File: src/rtl/diag_pkg.sv
package diag_pkg;

  typedef enum logic [1:0] {
    DC_SHORT_GND = 2'b00,
    DC_OPEN_LOAD = 2'b01,
    DC_PROTECT   = 2'b10,
    DC_NORMAL    = 2'b11
  } diag_code_e;

  typedef struct packed {
    logic sg;
    logic prot;
    logic ol;
  } flag_set_t;

endpackage

File: src/rtl/diag_flag_cell.sv
module diag_flag_cell
  import diag_pkg::*;
(
  input  logic      clk,
  input  logic      rst,
  input  logic      clr_stb,
  input  logic      ch_on,
  input  logic      ovl_ind,
  input  logic      ovt_ind,
  input  logic      open_cmp,
  input  logic      gnd_cmp,
  output flag_set_t flags
);

  logic set_prot, set_ol, set_sg;

  always_comb begin
    set_prot = ch_on & (ovl_ind | ovt_ind);
    set_ol   = ~ch_on & open_cmp;
    set_sg   = ~ch_on & gnd_cmp;
  end

  always_ff @(posedge clk) begin
    if (rst || clr_stb) begin
      flags <= '0;
    end else begin
      flags.prot <= flags.prot | set_prot;
      flags.ol   <= flags.ol   | set_ol;
      flags.sg   <= flags.sg   | set_sg;
    end
  end

endmodule

File: src/rtl/diag_code_enc.sv
module diag_code_enc
  import diag_pkg::*;
(
  input  flag_set_t  flags,
  output logic [1:0] code
);

  diag_code_e sel;

  always_comb begin
    if (flags.sg)        sel = DC_SHORT_GND;
    else if (flags.prot) sel = DC_PROTECT;
    else if (flags.ol)   sel = DC_OPEN_LOAD;
    else                 sel = DC_NORMAL;
    code = sel;
  end

endmodule

File: src/rtl/diag_word_reg.sv
module diag_word_reg #(
  parameter int WIDTH = 16
) (
  input  logic             clk,
  input  logic             rst,
  input  logic [WIDTH-1:0] d,
  output logic [WIDTH-1:0] q
);

  always_ff @(posedge clk) begin
    if (rst) q <= '1;
    else     q <= d;
  end

endmodule

File: src/rtl/diag_status_latch.sv
module diag_status_latch
  import diag_pkg::*;
#(
  parameter int NUM_CH = 8
) (
  input  logic                clk,
  input  logic                rst,
  input  logic [NUM_CH-1:0]   ch_on,
  input  logic [NUM_CH-1:0]   ovl_ind,
  input  logic [NUM_CH-1:0]   ovt_ind,
  input  logic [NUM_CH-1:0]   open_cmp,
  input  logic [NUM_CH-1:0]   gnd_cmp,
  input  logic                clr_stb,
  output logic [2*NUM_CH-1:0] diag_word
);

  localparam int WORD_W = 2 * NUM_CH;

  flag_set_t   flags [NUM_CH];
  logic [WORD_W-1:0] code_vec;
  logic [NUM_CH-1:0] prot_q, ol_q, sg_q;

  for (genvar ch = 0; ch < NUM_CH; ch++) begin : g_ch
    diag_flag_cell u_cell (
      .clk      (clk),
      .rst      (rst),
      .clr_stb  (clr_stb),
      .ch_on    (ch_on[ch]),
      .ovl_ind  (ovl_ind[ch]),
      .ovt_ind  (ovt_ind[ch]),
      .open_cmp (open_cmp[ch]),
      .gnd_cmp  (gnd_cmp[ch]),
      .flags    (flags[ch])
    );

    diag_code_enc u_enc (
      .flags (flags[ch]),
      .code  (code_vec[2*ch+1 -: 2])
    );

    assign prot_q[ch] = flags[ch].prot;
    assign ol_q[ch]   = flags[ch].ol;
    assign sg_q[ch]   = flags[ch].sg;
  end

  diag_word_reg #(.WIDTH(WORD_W)) u_word (
    .clk (clk),
    .rst (rst),
    .d   (code_vec),
    .q   (diag_word)
  );

endmodule

File: config.mk
export PLATFORM = sky130hd
export DESIGN_NAME = diag_status_latch
export DESIGN_NICKNAME = d
export VERILOG_FILES = /design/src/rtl/diag_pkg.sv /design/src/rtl/diag_flag_cell.sv /design/src/rtl/diag_code_enc.sv /design/src/rtl/diag_word_reg.sv /design/src/rtl/diag_status_latch.sv
export SDC_FILE = /design/constraint.sdc
export NUM_CORES = 1
export LEC_CHECK = 0
export ABC_AREA = 1
export ABC_CLOCK_PERIOD_IN_PS = 1000
export BUFFER_PORTS_ARGS = -buffer_cell sky130_fd_sc_hd__buf_2
export CORE_MARGIN = 2
export CORE_UTILIZATION = 48
export DETAILED_ROUTE_END_ITERATION = 8
export PLACE_DENSITY = 0.82
export SLEW_MARGIN = 20
export SYNTH_ARGS = -nofsm -noshare
export SYNTH_HDL_FRONTEND = slang
export SYNTH_SLANG_ARGS = --single-unit
File: constraint.sdc
create_clock -name clk -period 1 [get_ports clk]
set_input_delay 0.05 -clock clk [delete_from_list [all_inputs] [get_ports clk]]
set_output_delay 0.05 -clock clk [all_outputs]
set_load 0.01 [all_outputs]
# --- Word level (Yosys, flattened, before mapping) ---
# Cells that the tools add are included.
word_totals:
  register_bits: 40
  latchBits: 0
  mem_bits_rw: 0
  mem_bits_ro: 0
  inputBits: 43
  memories: 0
op_classes:
  n_addsub: 0
  mul: 0
  n_div: 0
  n_lt_le_gt_ge: 0
  eq_ne: 0
  n_shift: 0
  n_mux: 24
  n_bitwise: 64
  n_reduce_logical: 1
op_table:
  columns: ["cell", "n"]
  rows:
  - ["$mux 2", 24]
  - ["$or 1x1->1", 32]
  - ["$and 1x1->1", 24]
  - ["$not 1->1", 8]
  - ["$logic_or 1x1->1", 1]

# --- Depth between registers and ports, before layout ---
# Gate-level depths: netlist of run 1.
logic_depth:
  word_depth: 3
  ltp_mapped: 4
  ltp_nobuf: 3

# --- Modules after synthesis ---
# From an unflattened synthesis of run 1, not the netlist that was laid out.
unflattened:
  hier_cells: 170
  hier_area_um2: 1446.4
by_module_without_submodules:
  columns: ["mod", "instances", "cells_per_inst", "area_each_um2", "seq_area_each_um2"]
  rows:
  - ["diag_flag_cell", 8, 12, 107.6, 60.1]
  - ["diag_word_reg", 1, 50, 455.4, 320.3]
  - ["diag_code_enc", 8, 3, 16.3, 0.0]

# --- Worst setup path before layout of run 1 ---
# OpenSTA, ideal clock, no wires.
synth_timing:
  kind: "input -> register"
  start: "input clr_stb"
  end: "register, netlist name g_ch[0].u_cell.flags[1]"
  arrival_time_ns: 0.605
  required_time_ns: 0.934
  setup_slack_ns: 0.329
  path_stages: 4
  path_cell_list: "or2_1 buf_6 buf_6 a21oi_2"
synth_via:
  elab_chain_len: 1
synth_lines:
  columns: ["element", "line", "rtl"]
  rows:
  - ["from (decl)", "diag_status_latch.sv:13", "input logic clr_stb,"]
  - ["$logic_or 1x1->1", "diag_flag_cell.sv:24", "if (rst || clr_stb) begin"]
# No other way between the ends.
# A chain may end at the register's enable or synchronous reset.

# --- Worst setup path after layout of run 1 ---
layout_timing:
  start: "register u_word.q[1]"
  end: "output diag_word[1]"
layout_lines:
  columns: ["element", "line", "rtl"]
  rows:
  - ["from (decl)", "diag_word_reg.sv:7", "output logic [WIDTH-1:0] q"]
  - ["from (signal assigned)", "diag_word_reg.sv:11", "if (rst) q <= '1;"]
  - ["from (signal assigned)", "diag_word_reg.sv:12", "else q <= d;"]
  - ["to (decl)", "diag_status_latch.sv:14", "output logic [2*NUM_CH-1:0] diag_word"]
# No word-level cell between the ends.

==> flow_summary.ini, run 1 <==
[floorplanning]
dieArea_sq_um = 3100
ioPinCount = 59
core_area_sq_um = 2500
initial_core_util = 0.514
die_w_um = 55.7
die_h_um = 55.7
row_count = 18

[run]
maxCapViolations = 0

[sta]
finClkSkew_ns = 0.00906
rsz0062_at_grt = no
tightest_slew_ns = 0.395
setup_violations = 0
min_period_over_period = 0.868
fin_crit_ns = 0.868
slew_headroom = 0.736
timing_hold_violations_final = 0
fin_setup_tns_ns = 0
max_freq_mhz = 1150
finalMaxSlewViolations = 0

[worst_setup_path]
crit_start = u_word.q[1]$_SDFF_PP1_
crit_path_end_kind = output pin
critPathTopFamily = flip-flops
start_kind = flop
r2r-start = g_ch[6].u_cell.flags[0]$_SDFF_PP0_
crit_arrival_ns = 0.82
worstPathMaxFanout = 1
crit_slowest_cell = dfxtp_1
required_ns = 0.95
critPathKind = flop to output pin
max_stage_delay_ns = 0.35
path_buf_inv = 1
cp_cell_sequence = buf_2

[grt]
grt_pass1_vias = 1165
grt_pass1_wl_um = 4760
antenna_found_initial = 0
grt_remaining_overflow = 0
grt_use_total = 0.200
grt_max_degree = 25

[cells_and_area]
final_common_cell = buf_2
diodes = 0
layout.nets = 276
syn2layout_area_growth_pct = 52.0
final_cell_mix = 58 x buf_2, 40 x dfxtp_1, 29 x dlygate4sd3_1, 25 x inv_1
layout-drive-gt1-share = 0.303
stdcell_count = 264
fin_util = 0.781

[routing]
drcViolationCount = 0
vias = 1252
wire_per_inst_um = 11.3
antenna_left = 0
avgViaCountPerCell = 4.74
finalWirelength_um = 2980
drt-initial-drc-count = 15
firstDrtPassIters = 5

[clock_tree]
clock-sinks = 40
cts_root_buf = clkbuf_4
cts_buffer_depth = 2
cts_buffers = 5
htree_levels = 2
hold_buffers = 28
clk_latency_ns = 0.34
clk_pin_slew_ns = 0.12
post_cts_resized = 0
postCtsSetupRepairBufs = 0
cts_tree = yes

[status]
status = finished clean

[placed_design]
port_buffers = 58
place.gp.congestion = 0.782
placed_cells = 227
hpwl_um = 1840

[synthesis]
synth_area_sq_um = 1280
ys_ff_latch = 40
synth_warnings = 0
avgSynthCellArea_sq_um = 9.04
synth_nets = 185
ys_seq_area_frac = 0.624
synth_cell_type_count = 9
syn_inst = 142

[min_path]
hp-class = primary input to flop
min_from = ovl_ind[2]

[power_and_ir_drop]
ir_drop_mv = 1.76
power.density_nw_per_um2 = 1560
leakage_nw = 0.869
-- kinds of logic after synthesis --
kind of cell,synth area share
compound gates,0.199
buf+inv,0.102
simple gates,0.0751
flops,0.624
-- state kept, by name (all words and copies together) (netlist names) --
signal,count
g_ch.u_cell.flags,24
u_word.q,16
-- cells in the mapped netlist, drive strengths merged --
cell    instances  area share
buf             3       0.026
dfxtp          40        0.62
clkbuf          1      0.0029
nor2           24       0.070
a21oi          24        0.11
o21ai          24       0.094
or2             1      0.0049
inv            25       0.073
-- routing by layer --
layer,wire length [um],vias up,track usage,share of wire
met5,0,-,0,0
met4,60,0,0.0941,0.020
met3,159,10,0.0558,0.053
met2,1620,46,0.367,0.54
met1,1150,564,0.209,0.38
li1,-,632,-,-
-- worst register-to-register path, cell delays in order (launching register included) --
cell     delay, ns
dfxtp_1       0.35
inv_1         0.05
nor2_1        0.10
o21ai_0       0.09
-- report_power, final --
part | switching (mW) | total (mW) | internal, mW
logic | 0.142 | 0.338 | 0.196
clock network | 0.493 | 1.01 | 0.521
registers | 0.0295 | 1.69 | 1.66
total | 0.664 | 3.04 | 2.38
-- per-stage QoR --
| step | worst slack [ns] | total power, mW | hold slack [ns] | instance area, sq um |
|---|---|---|---|---|
| after global placement | 0.244 | 1.95 | 0.281 | 1580 |
| after CTS | 0.132 | 3.06 | 0.00340 | 1940 |
| after floorplan | 0.329 | 1.85 | 0.192 | 1280 |
| final | 0.132 | 3.04 | 0.00903 | 1950 |
| after detailed placement | 0.180 | 1.97 | 0.287 | 1580 |
| after global routing | 0.0746 | 3.20 | 0.0122 | 1950 |
-- area by class of cell --
cell class	instances	area, sq um
Tap cell	30	37.5
Inverter	25	93.8
Multi-Input combinational cell	73	352
Sequential cell	40	801
Clock inverter	3	42.5
Clock buffer	5	37.5
Timing Repair Buffer	88	588
Fill cell	169	548
-- path summary, 6_finish.rpt --
kind / slack (ns) / end / cells past startpoint
worst max-delay path: 0.13 / diag_word[1] / 1
worst max register to register: 0.28 / u_word.q[13]$_SDFF_PP1_ / 3
worst min register to register: 0.47 / u_word.q[2]$_SDFF_PP1_ / 1
worst min-delay path: 0.009 / g_ch[2].u_cell.flags[1]$_SDFF_PP0_ / 3
Note: power is estimated with default switching activity, not from simulation.
==> run 2, diff against run 1 <==
- REMOVE_ABC_BUFFERS: default -> 1
==> run 2 against run 1 <==
- clock-buffer cell count up 3
- critical endpoint is now diag_word[15]
- die area did not move
- fmax is 5.6% higher
- sequential power is essentially flat
- critical path type unchanged
- clock power fell by 21%
- non-clock buffer count is 8 lower
==> flow_summary.ini, run 2 (synthesis gave the netlist of run 1 again) <==
[placed_design]
hpwl_um = 1750
pre_cts_slack_ns = 0.182
port_buffers = 58
placed_area_sq_um = 1580
place.gp.congestion = 0.794

[min_path]
hp-class = primary input to flop
whs_path_depth = 3
hold_end = g_ch[7].u_cell.flags[1]$_SDFF_PP0_
min_from = ch_on[7]

[power_and_ir_drop]
pwr-share-comb = 0.110
p_sw_mw = 0.607
power.density_nw_per_um2 = 1510
finalPower_mw = 2.79
ir_drop_mv = 1.22
p_int_mw = 2.18
leakage_nw = 0.827
power_frac_seq = 0.605
clock_power_share = 0.285
p_sw_frac = 0.218

[cells_and_area]
postLayoutCellArea_sq_um = 1850
layout-drive-gt1-share = 0.305
final_cell_mix = 58 x buf_2, 40 x dfxtp_1, 25 x inv_1, 24 x nor2_1, 24 x o21ai_0
layout.nets = 268
diodes = 0
top_register = g_ch.u_cell.flags
largest_register_ff_count = 24
syn2layout_area_growth_pct = 44.2
final_common_cell = buf_2
top_regs = g_ch.u_cell.flags (24), u_word.q (16)

[worst_setup_path]
worstPathMaxFanout = 1
r2r_slack_ns = 0.29
critPathKind = flop to output pin
crit_slowest_cell = dfxtp_1
r2r-end = u_word.q[7]$_SDFF_PP1_
r2r_cells = 3
cp_cell_sequence = buf_2
critPathTopFamily = flip-flops
path_depth = 1
max_stage_delay_ns = 0.33
r2r-start = g_ch[3].u_cell.flags[0]$_SDFF_PP0_
crit_arrival_ns = 0.77
start_kind = flop
crit_path_end_kind = output pin
path_buf_inv = 1
required_ns = 0.95

[sta]
max_freq_mhz = 1220
fin_setup_tns_ns = 0
finClkSkew_ns = 0.00792
timing_hold_violations_final = 0
setup_violations = 0
rsz0062_at_grt = no
slew_headroom = 0.727
whs_ns = 0.000200
worst_slack_ns = 0.178
min_period_over_period = 0.822
fin_crit_ns = 0.822
finalMaxSlewViolations = 0
tightest_slew_ns = 0.409

[clock_tree]
clk_pin_slew_ns = 0.10
cts_tree = yes
clock-sinks = 40
post_cts_resized = 0
htree_levels = 2
cts_root_buf = clkbuf_4
cts_buffers = 5
cts_buffer_depth = 2
clk_latency_ns = 0.32

[grt]
grt_use_total = 0.176
grt_pass1_wl_um = 4360
grt_max_degree = 25
grt_remaining_overflow = 0
grt_pass1_vias = 1108
antenna_found_initial = 0

[routing]
drt-initial-drc-count = 19
wire_per_inst_um = 9.99
finalWirelength_um = 2560
avgViaCountPerCell = 4.60
antenna_left = 0
firstDrtPassIters = 4
vias = 1177
drcViolationCount = 0

[floorplanning]
ioPinCount = 59
row_count = 18
die_h_um = 55.7
initial_core_util = 0.514
core_area_sq_um = 2500
dieArea_sq_um = 3100
die_w_um = 55.7

[run]
maxCapViolations = 0

[status]
status = finished clean
run 2: timing repair:
| action | CTS | global route |
|---|---|---|
| buffers inserted | 0 | 0 |
| endpoints found under the setup margin | 0 | 0 |
| hold buffers | 21 | 0 |
| endpoints found under the hold margin | 20 | 0 |
run 2: through the flow:
stage / util / instances
4_1_cts: 0.740 / 256
3_3_place_gp: 0.633 / 227
3_5_place_dp: 0.633 / 227
6_report: 0.740 / 256
2_1_floorplan: - / 138
5_1_grt: 0.740 / 256
run 2: area by class of cell:
cell class                 instances  area (sq um)
multi-input combinational         73           352
timing repair buffer              80           508
fill                             193           649
inverter                          25          93.8
tap                               30          37.5
sequential                        40           801
clock buffer                       8          58.8
run 2: power groups by stage:
stage | sequential [mW] | combinational, mW | clock (mW)
CTS | 1.69 | 0.307 | 0.826
detailed placement | 1.72 | 0.244 | 0
finish | 1.69 | 0.306 | 0.794
floorplan | 1.73 | 0.0989 | 0
global placement | 1.72 | 0.236 | 0
global route | 1.70 | 0.344 | 0.899
run 2: per-layer routing:
layer,vias up,track usage,wire length [um]
met5,-,0,0
met4,0,0.0662,11
met3,2,0.0605,213
met2,49,0.321,1260
met1,511,0.186,1080
li1,615,-,-
run 2: worst max-delay path by stage:
stage	startpoint	end	slack (ns)
floorplan	rst	g_ch[0].u_cell.flags[0]$_SDFF_PP0_	0.23
global placement	rst	u_word.q[7]$_SDFF_PP1_	0.23
detailed placement	rst	u_word.q[6]$_SDFF_PP1_	0.18
CTS	u_word.q[15]$_SDFF_PP1_	diag_word[15]	0.16
global route	u_word.q[15]$_SDFF_PP1_	diag_word[15]	0.12
finish	u_word.q[15]$_SDFF_PP1_	diag_word[15]	0.18
run 2: worst min-delay path, stage by stage:
cell	delay [ns]
buf_2	0.10
o21ai_0	0.07
a21oi_1	0.06
